$ cat config.mk
export PLATFORM = sky130hd
export DESIGN_NAME = irq_aggregator
export DESIGN_NICKNAME = d
export VERILOG_FILES = /design/src/rtl/irq_aggregator.sv
export SDC_FILE = /design/constraint.sdc
export NUM_CORES = 1
export LEC_CHECK = 0
export BUFFER_PORTS_ARGS = -buffer_cell sky130_fd_sc_hd__clkbuf_2
export CAP_MARGIN = 20
export CORE_MARGIN = 5
export CORE_UTILIZATION = 45
export CTS_BUF_LIST = sky130_fd_sc_hd__clkbuf_4 sky130_fd_sc_hd__clkbuf_8
export CTS_CLUSTER_DIAMETER = 80
export DETAILED_ROUTE_END_ITERATION = 10
export GPL_TIMING_DRIVEN = 0
export PLACE_DENSITY = 0.77
export SLEW_MARGIN = 20
export SYNTH_ARGS = -nofsm -noshare
export SYNTH_HDL_FRONTEND = slang
export SYNTH_SLANG_ARGS = --single-unit
$ cat constraint.sdc
create_clock -name clk -period 2.85 [get_ports clk]
set_clock_uncertainty 0.2 [all_clocks]
set_input_delay 0.4275 -clock clk [delete_from_list [all_inputs] [get_ports clk]]
set_output_delay 0.4275 -clock clk [all_outputs]
set_load 0.02 [all_outputs]
$ cat src/rtl/irq_aggregator.sv
module irq_aggregator #(
  parameter int NPORTS = 2,
  parameter int STRIDE = 64,
  parameter logic [7:0] MASK_RST = 8'hFF
) (
  input  logic                  clk,
  input  logic                  rst_n,
  input  logic [7:0]            bus_addr,
  input  logic                  bus_size,
  input  logic                  bus_we,
  input  logic [15:0]           bus_wdata,
  output logic [15:0]           bus_rdata,
  input  logic [NPORTS*6-1:0]   evt_in,
  output logic                  irq_out
);
  localparam int NSRC = 6;
  localparam logic [7:0] OFS_ST = 8'h09;
  localparam logic [7:0] OFS_MK = 8'h0A;
  localparam logic [7:0] A_HCTL = 8'h7D;
  localparam logic [7:0] A_HST_L = 8'hBC;
  localparam logic [7:0] A_HST_H = 8'hBD;
  localparam logic [7:0] A_HMK_L = 8'hBE;
  localparam logic [7:0] A_HMK_H = 8'hBF;

  logic [NSRC-1:0]   st  [NPORTS];
  logic [7:0]        msk [NPORTS];
  logic [NSRC-1:0]   clr [NPORTS];
  logic [NPORTS-1:0] pend;
  logic [NPORTS-1:0] hmsk_p;
  logic              hmsk_sw, sw, off, gflag;

  logic       le0, le1;
  logic [7:0] la0, la1;
  assign le0 = bus_we;
  assign le1 = bus_we & bus_size;
  assign la0 = bus_addr;
  assign la1 = 8'(bus_addr + 8'd1);

  function automatic logic hit(input logic [7:0] a);
    return (le0 && la0 == a) || (le1 && la1 == a);
  endfunction

  function automatic logic [7:0] wdat(input logic [7:0] a);
    return (le0 && la0 == a) ? bus_wdata[7:0] : bus_wdata[15:8];
  endfunction

  function automatic logic wbit(input logic [7:0] a, input int i);
    logic [7:0] d;
    d = wdat(a);
    return d[i];
  endfunction

  function automatic logic [7:0] base(input int p);
    return 8'(p * STRIDE);
  endfunction

  always_comb begin
    for (int p = 0; p < NPORTS; p++)
      clr[p] = hit(base(p) + OFS_ST) ? NSRC'(wdat(base(p) + OFS_ST)) : '0;
  end

  for (genvar p = 0; p < NPORTS; p++) begin : g_pend
    assign pend[p] = |(st[p] & ~msk[p][NSRC-1:0]);
  end

  assign gflag   = |(pend & ~hmsk_p) | (sw & ~hmsk_sw);
  assign irq_out = gflag & ~off;

  always_ff @(posedge clk or negedge rst_n) begin
    if (!rst_n) begin
      for (int p = 0; p < NPORTS; p++) begin
        st[p]  <= '0;
        msk[p] <= MASK_RST;
      end
      hmsk_p  <= '1;
      hmsk_sw <= 1'b1;
      sw      <= 1'b0;
      off     <= 1'b1;
    end else begin
      for (int p = 0; p < NPORTS; p++) begin
        st[p] <= (st[p] & ~clr[p]) | evt_in[p*NSRC +: NSRC];
        if (hit(base(p) + OFS_MK)) msk[p] <= wdat(base(p) + OFS_MK);
      end
      if (hit(A_HCTL))  off     <= wbit(A_HCTL, 0);
      if (hit(A_HST_H)) sw      <= wbit(A_HST_H, 6);
      if (hit(A_HMK_H)) hmsk_sw <= wbit(A_HMK_H, 6);
      if (hit(A_HMK_L))
        for (int i = 0; i < NPORTS; i++) hmsk_p[i] <= wbit(A_HMK_L, i);
    end
  end

  function automatic logic [7:0] rd_byte(input logic [7:0] a);
    logic [7:0] r;
    r = 8'h00;
    case (a)
      A_HCTL:  r = {7'b0, off};
      A_HST_L: r = 8'(pend);
      A_HST_H: r = {gflag, sw, 6'b0};
      A_HMK_L: r = 8'(hmsk_p);
      A_HMK_H: r = {1'b0, hmsk_sw, 6'b0};
      default: r = 8'h00;
    endcase
    for (int p = 0; p < NPORTS; p++) begin
      if (a == base(p) + OFS_ST) r = {pend[p], 1'b0, st[p]};
      if (a == base(p) + OFS_MK) r = msk[p];
    end
    return r;
  endfunction

  assign bus_rdata = {bus_size ? rd_byte(la1) : 8'h00, rd_byte(la0)};

  for (genvar p = 0; p < NPORTS; p++) begin : g_chk
    AST_EVT_SETS: assert property (@(posedge clk) disable iff (!rst_n)
      1'b1 |=> ((st[p] & $past(evt_in[p*NSRC +: NSRC])) == $past(evt_in[p*NSRC +: NSRC])));
    AST_W1C_CLEARS: assert property (@(posedge clk) disable iff (!rst_n)
      (clr[p] != '0) |=> ((st[p] & $past(clr[p]) & ~$past(evt_in[p*NSRC +: NSRC])) == '0));
    AST_ST_HOLDS: assert property (@(posedge clk) disable iff (!rst_n)
      (clr[p] == '0 && evt_in[p*NSRC +: NSRC] == '0) |=> $stable(st[p]));
  end

  AST_OFF_QUIET: assert property (@(posedge clk) disable iff (!rst_n)
    off |-> !irq_out);
  AST_IRQ_HAS_SRC: assert property (@(posedge clk) disable iff (!rst_n)
    irq_out |-> ((|pend) || sw));
endmodule

==> impl.org <==
** Status
- The flow ran to the end, and the final reports show no timing, DRC or antenna violations.

** Synthesis
- Number of unique standard cell types used by synthesis :: 55
- In this run, synthesis inferred 0 flip-flops with an integrated enable.
- Of all flip-flops after synthesis, the portion carrying an async set or reset was 1.00.
- Synthesized Nets :: 334
- Sequential cell area fraction in the yosys report :: 0.334
- Number of warnings issued by yosys :: 0
- Synthesis handed over a netlist of 294 instances.
- Mapped Avg Cell Area :: 8.66 um^2
- Mapped Area :: 2550 um^2
- For this run, the leading register cell type out of synthesis is dfstp_2.
- Seq cells post-synth :: 33

** Timing
- Headroom to the max-slew limit :: 0.442
- Total Negative Setup Slacks :: 0 ns
- Setup repair after global routing missed its margin :: yes
- Setup violations remaining at the end of the flow were counted as 0.
- Period utilisation layout :: 0.995
- For the finished layout, the period the worst path requires is 2.84 ns.
- The count of final max-slew check failures came to 0.
- At the pin with the least slew margin, the transition time is 0.837 ns.
- The number of hold violations in the final report was 0.
- For this run, the top clock speed supported by timing is 353 MHz.

** Routing
- WL met3 :: 855 um
- Routed vias/inst :: 6.54
- After detailed routing, no signal wire sits above met4.
- Number of iterations in the first detailed-routing pass :: 7
- The count of nets left with antenna violations once routing finished came out at 0.
- Wl on met1 :: 3.37 mm
- Wire segments on met2 add up to 4.02 mm in the final route.
- Number of design-rule violations left by the first detailed-router iteration :: 304
- Wire length after detailed routing :: 8.53 mm
- After detailed routing, the average wire length per cell comes to 20.0 um.
- For this run, design rule violations remaining after detail routing come to 0.
- Across all layers, the routed design uses 2,786 vias.

** Worst setup path
- Capturing element type of the critical path :: primary output
- Data arrives at the worst endpoint at 2.21 ns.
- Crit-path max FO :: 4
- The endpoint identified for the worst register-to-register timing path is sw.
- The setup path with the least slack is of type reg -> out.
- For the worst setup path, the data required time is 2.22 ns.
- Depth of the worst register-to-register path :: 2
- The worst setup path is launched from a flip-flop.
- The setup check on the worst reg-to-reg path leaves a slack of 1.59 ns.
- Launching point of the worst reg2reg path :: sw

** Floorplan
- The floorplan step defined a die boundary enclosing 7260 um^2.
- Ports placed on the boundary :: 57
- Number of standard-cell rows in the floorplan :: 27
- Initial Utilization :: 0.462
- Height of the die :: 85.2 um
- Core Area :: 5510 um^2
- The die is 85.2 um wide.

** Layout
- The sequential cells in the finished layout cover a total of 851 um^2.
- For this run, the number of standard cells in the final layout without fillers is 426.
- The number of antenna diodes in the final layout is 0.
- The net count of the finished layout is 394.
- Number of fill cells :: 516
- From synthesis to final layout, the design area changed by 23.8%.
- Total area of multi-input combinational cells :: 1680 um^2
- Share of post-route cells with drive strength above 1 :: 0.359

** Power and ir drop
- Worst VDD drop :: 0.000352 V
- Pwr Total :: 1.11 mW
- Leakage Power :: 1.26 nW
- Power density cells :: 352 nW/um^2

** Worst hold path
- Min-delay worst type :: in -> async

** GRT
- Total overflow reported by the global router :: 0
- Pin count of the biggest net entering global routing :: 34
- The number of global-route vias before repair came to 2,504.
- The first global-routing pass estimated 13.0 mm of wire.
- For this run, the total global-route usage over all layers was measured as 0.225.
- Antenna violations before repair :: 0

** Placement
- Counting tap cells, the placed design contains a total of 418 instances.
- Number of buffers added on ports :: 52
- The congestion estimate from routability-driven global placement came to 0.989.
- HPWL Detailed :: 6.15 mm

** Clocking
- H-tree depth :: 2
- Clock tree root driver cell :: clkbuf_8
- Hold bufs inserted after CTS :: 0
- TritonCTS built the clock tree.
- Maximum clock path buffer count :: 2
- For this design, the sink count on the clock tree is 33.
- Source-to-sink clock delay at the later pin of the worst-skew pair :: 0.30 ns
- Num CTS Buffers :: 5
- Clock Pin Slew Worst Setup and Hold Paths :: 0.07 ns

** Job
- The tool flagged a number of max-cap violations equal to 0.
[cells in the mapped netlist, drive strengths merged, types with 2 or more instances]
master | n | area (um^2)
a211oi | 2 | 15.0
o22ai | 10 | 62.6
inv | 15 | 56.3
nor3b | 2 | 15.0
a32oi | 6 | 52.6
a21o | 13 | 98.9
mux2i | 12 | 120
a221oi | 6 | 52.6
mux2 | 6 | 67.6
nand3 | 11 | 55.1
dfstp | 20 | 526
a22o | 2 | 17.5
a31oi | 10 | 62.6
and3 | 7 | 43.8
buf | 14 | 81.3
a21oi | 13 | 65.1
nor4b | 3 | 45.0
nor4 | 5 | 37.5
nor2 | 20 | 75.1
nor4bb | 2 | 20.0
a22oi | 14 | 105
nor3 | 8 | 62.6
nand2 | 26 | 97.6
dfrtp | 13 | 325
or4 | 2 | 18.8
clkbuf | 8 | 30.0
o21ai | 10 | 50.1
o221ai | 5 | 43.8
nor2b | 9 | 56.3
o32ai | 2 | 17.5
[repair_timing]
item                                    CTS  global route
setup buffers                             1             0
endpoints found under the setup margin   11            11
pin swaps                                 0             2
gates resized for setup                  12            20
[routing by layer]
| metal | vias up | global-route usage |
|---|---|---|
| met5 | - | 0 |
| met4 | 0 | 0.0820 |
| met3 | 28 | 0.0456 |
| met2 | 174 | 0.355 |
| met1 | 1331 | 0.305 |
| li1 | 1253 | - |
[worst max-delay path, stage by stage, from the launching register on]
cell and delay [ns]:
dfstp_2 0.56, nor2b_1 0.08, a2111oi_4 0.39, nand2_1 0.17, a222oi_1 0.35, a31oi_1 0.17
clkbuf_2 0.18
[report_power, final]
group	switching [mW]	internal (mW)	leakage [nW]
combinational	0.122	0.0744	0.883
clock	0.174	0.201	0.0477
sequential	0.0262	0.512	0.327
total	0.322	0.787	1.26
[state kept, by name (all words and copies together), names as in the netlist]
signal / cells
off: 1
hmsk_p: 2
sw: 1
st: 12
msk: 16
hmsk_sw: 1
[metrics by stage]
step	util	hold slack (ns)	instance area (um^2)	setup WS, ns
floorplan	-	-0.0681	2550	0.202
global placement	0.526	0.299	2900	-0.277
detailed placement	0.526	0.315	2900	-0.325
CTS	0.555	0.0566	3060	0.00416
global route	0.572	0.102	3150	-0.0449
finish	0.572	0.0277	3150	0.0144
[how the worst max path moves through the flow]
| stage | from | to | slack [ns] | depth (start not counted) |
|---|---|---|---|---|
| 2_1_floorplan | bus_addr[4] | bus_rdata[7] | 0.20 | 6 |
| 3_3_place_gp | bus_addr[6] | bus_rdata[15] | -0.28 | 8 |
| 3_5_place_dp | bus_addr[6] | bus_rdata[15] | -0.32 | 8 |
| 4_1_cts | bus_addr[6] | bus_rdata[7] | 0.004 | 8 |
| 5_1_grt | msk[13] | bus_rdata[7] | -0.04 | 6 |
| 6_report | msk[13] | bus_rdata[7] | 0.01 | 6 |
[final cells by class]
| type | count | area share |
|---|---|---|
| sequential | 33 | 0.270 |
| buffer | 22 | 0.0381 |
| timing repair buffer | 53 | 0.0850 |
| inverter | 15 | 0.0179 |
| clock buffer | 7 | 0.0286 |
| tap | 72 | 0.0286 |
| multi-input combinational | 224 | 0.532 |
[layout by cell type (no fill, tap or decap), types with 5 or more instances in the layout]
master,instances
nor2b_1,9
inv_1,15
o21ai_0,9
clkbuf_2,55
a221oi_1,6
a21oi_1,12
nand3_1,11
dfstp_2,20
nand2_1,24
a31oi_1,10
nor3_1,5
o22ai_1,10
a22oi_1,14
clkbuf_1,5
nor2_1,18
a21o_1,12
and3_1,7
clkbuf_8,6
dfrtp_1,13
mux2i_1,12
a32oi_1,6
o221ai_1,5
buf_2,9
[kinds of logic (layout without fill, tap and decap cells)]
family                 after synthesis  after routing  share of synthesized area
AND/OR/NAND/NOR                    103            103                      0.240
multiplexers                        18             18                     0.0737
buffers and inverters               37             97                     0.0658
flip-flops                          33             33                      0.334
AO/OA/AOI/OAI                      103            103                      0.286
(Power assumes the default switching activity.)
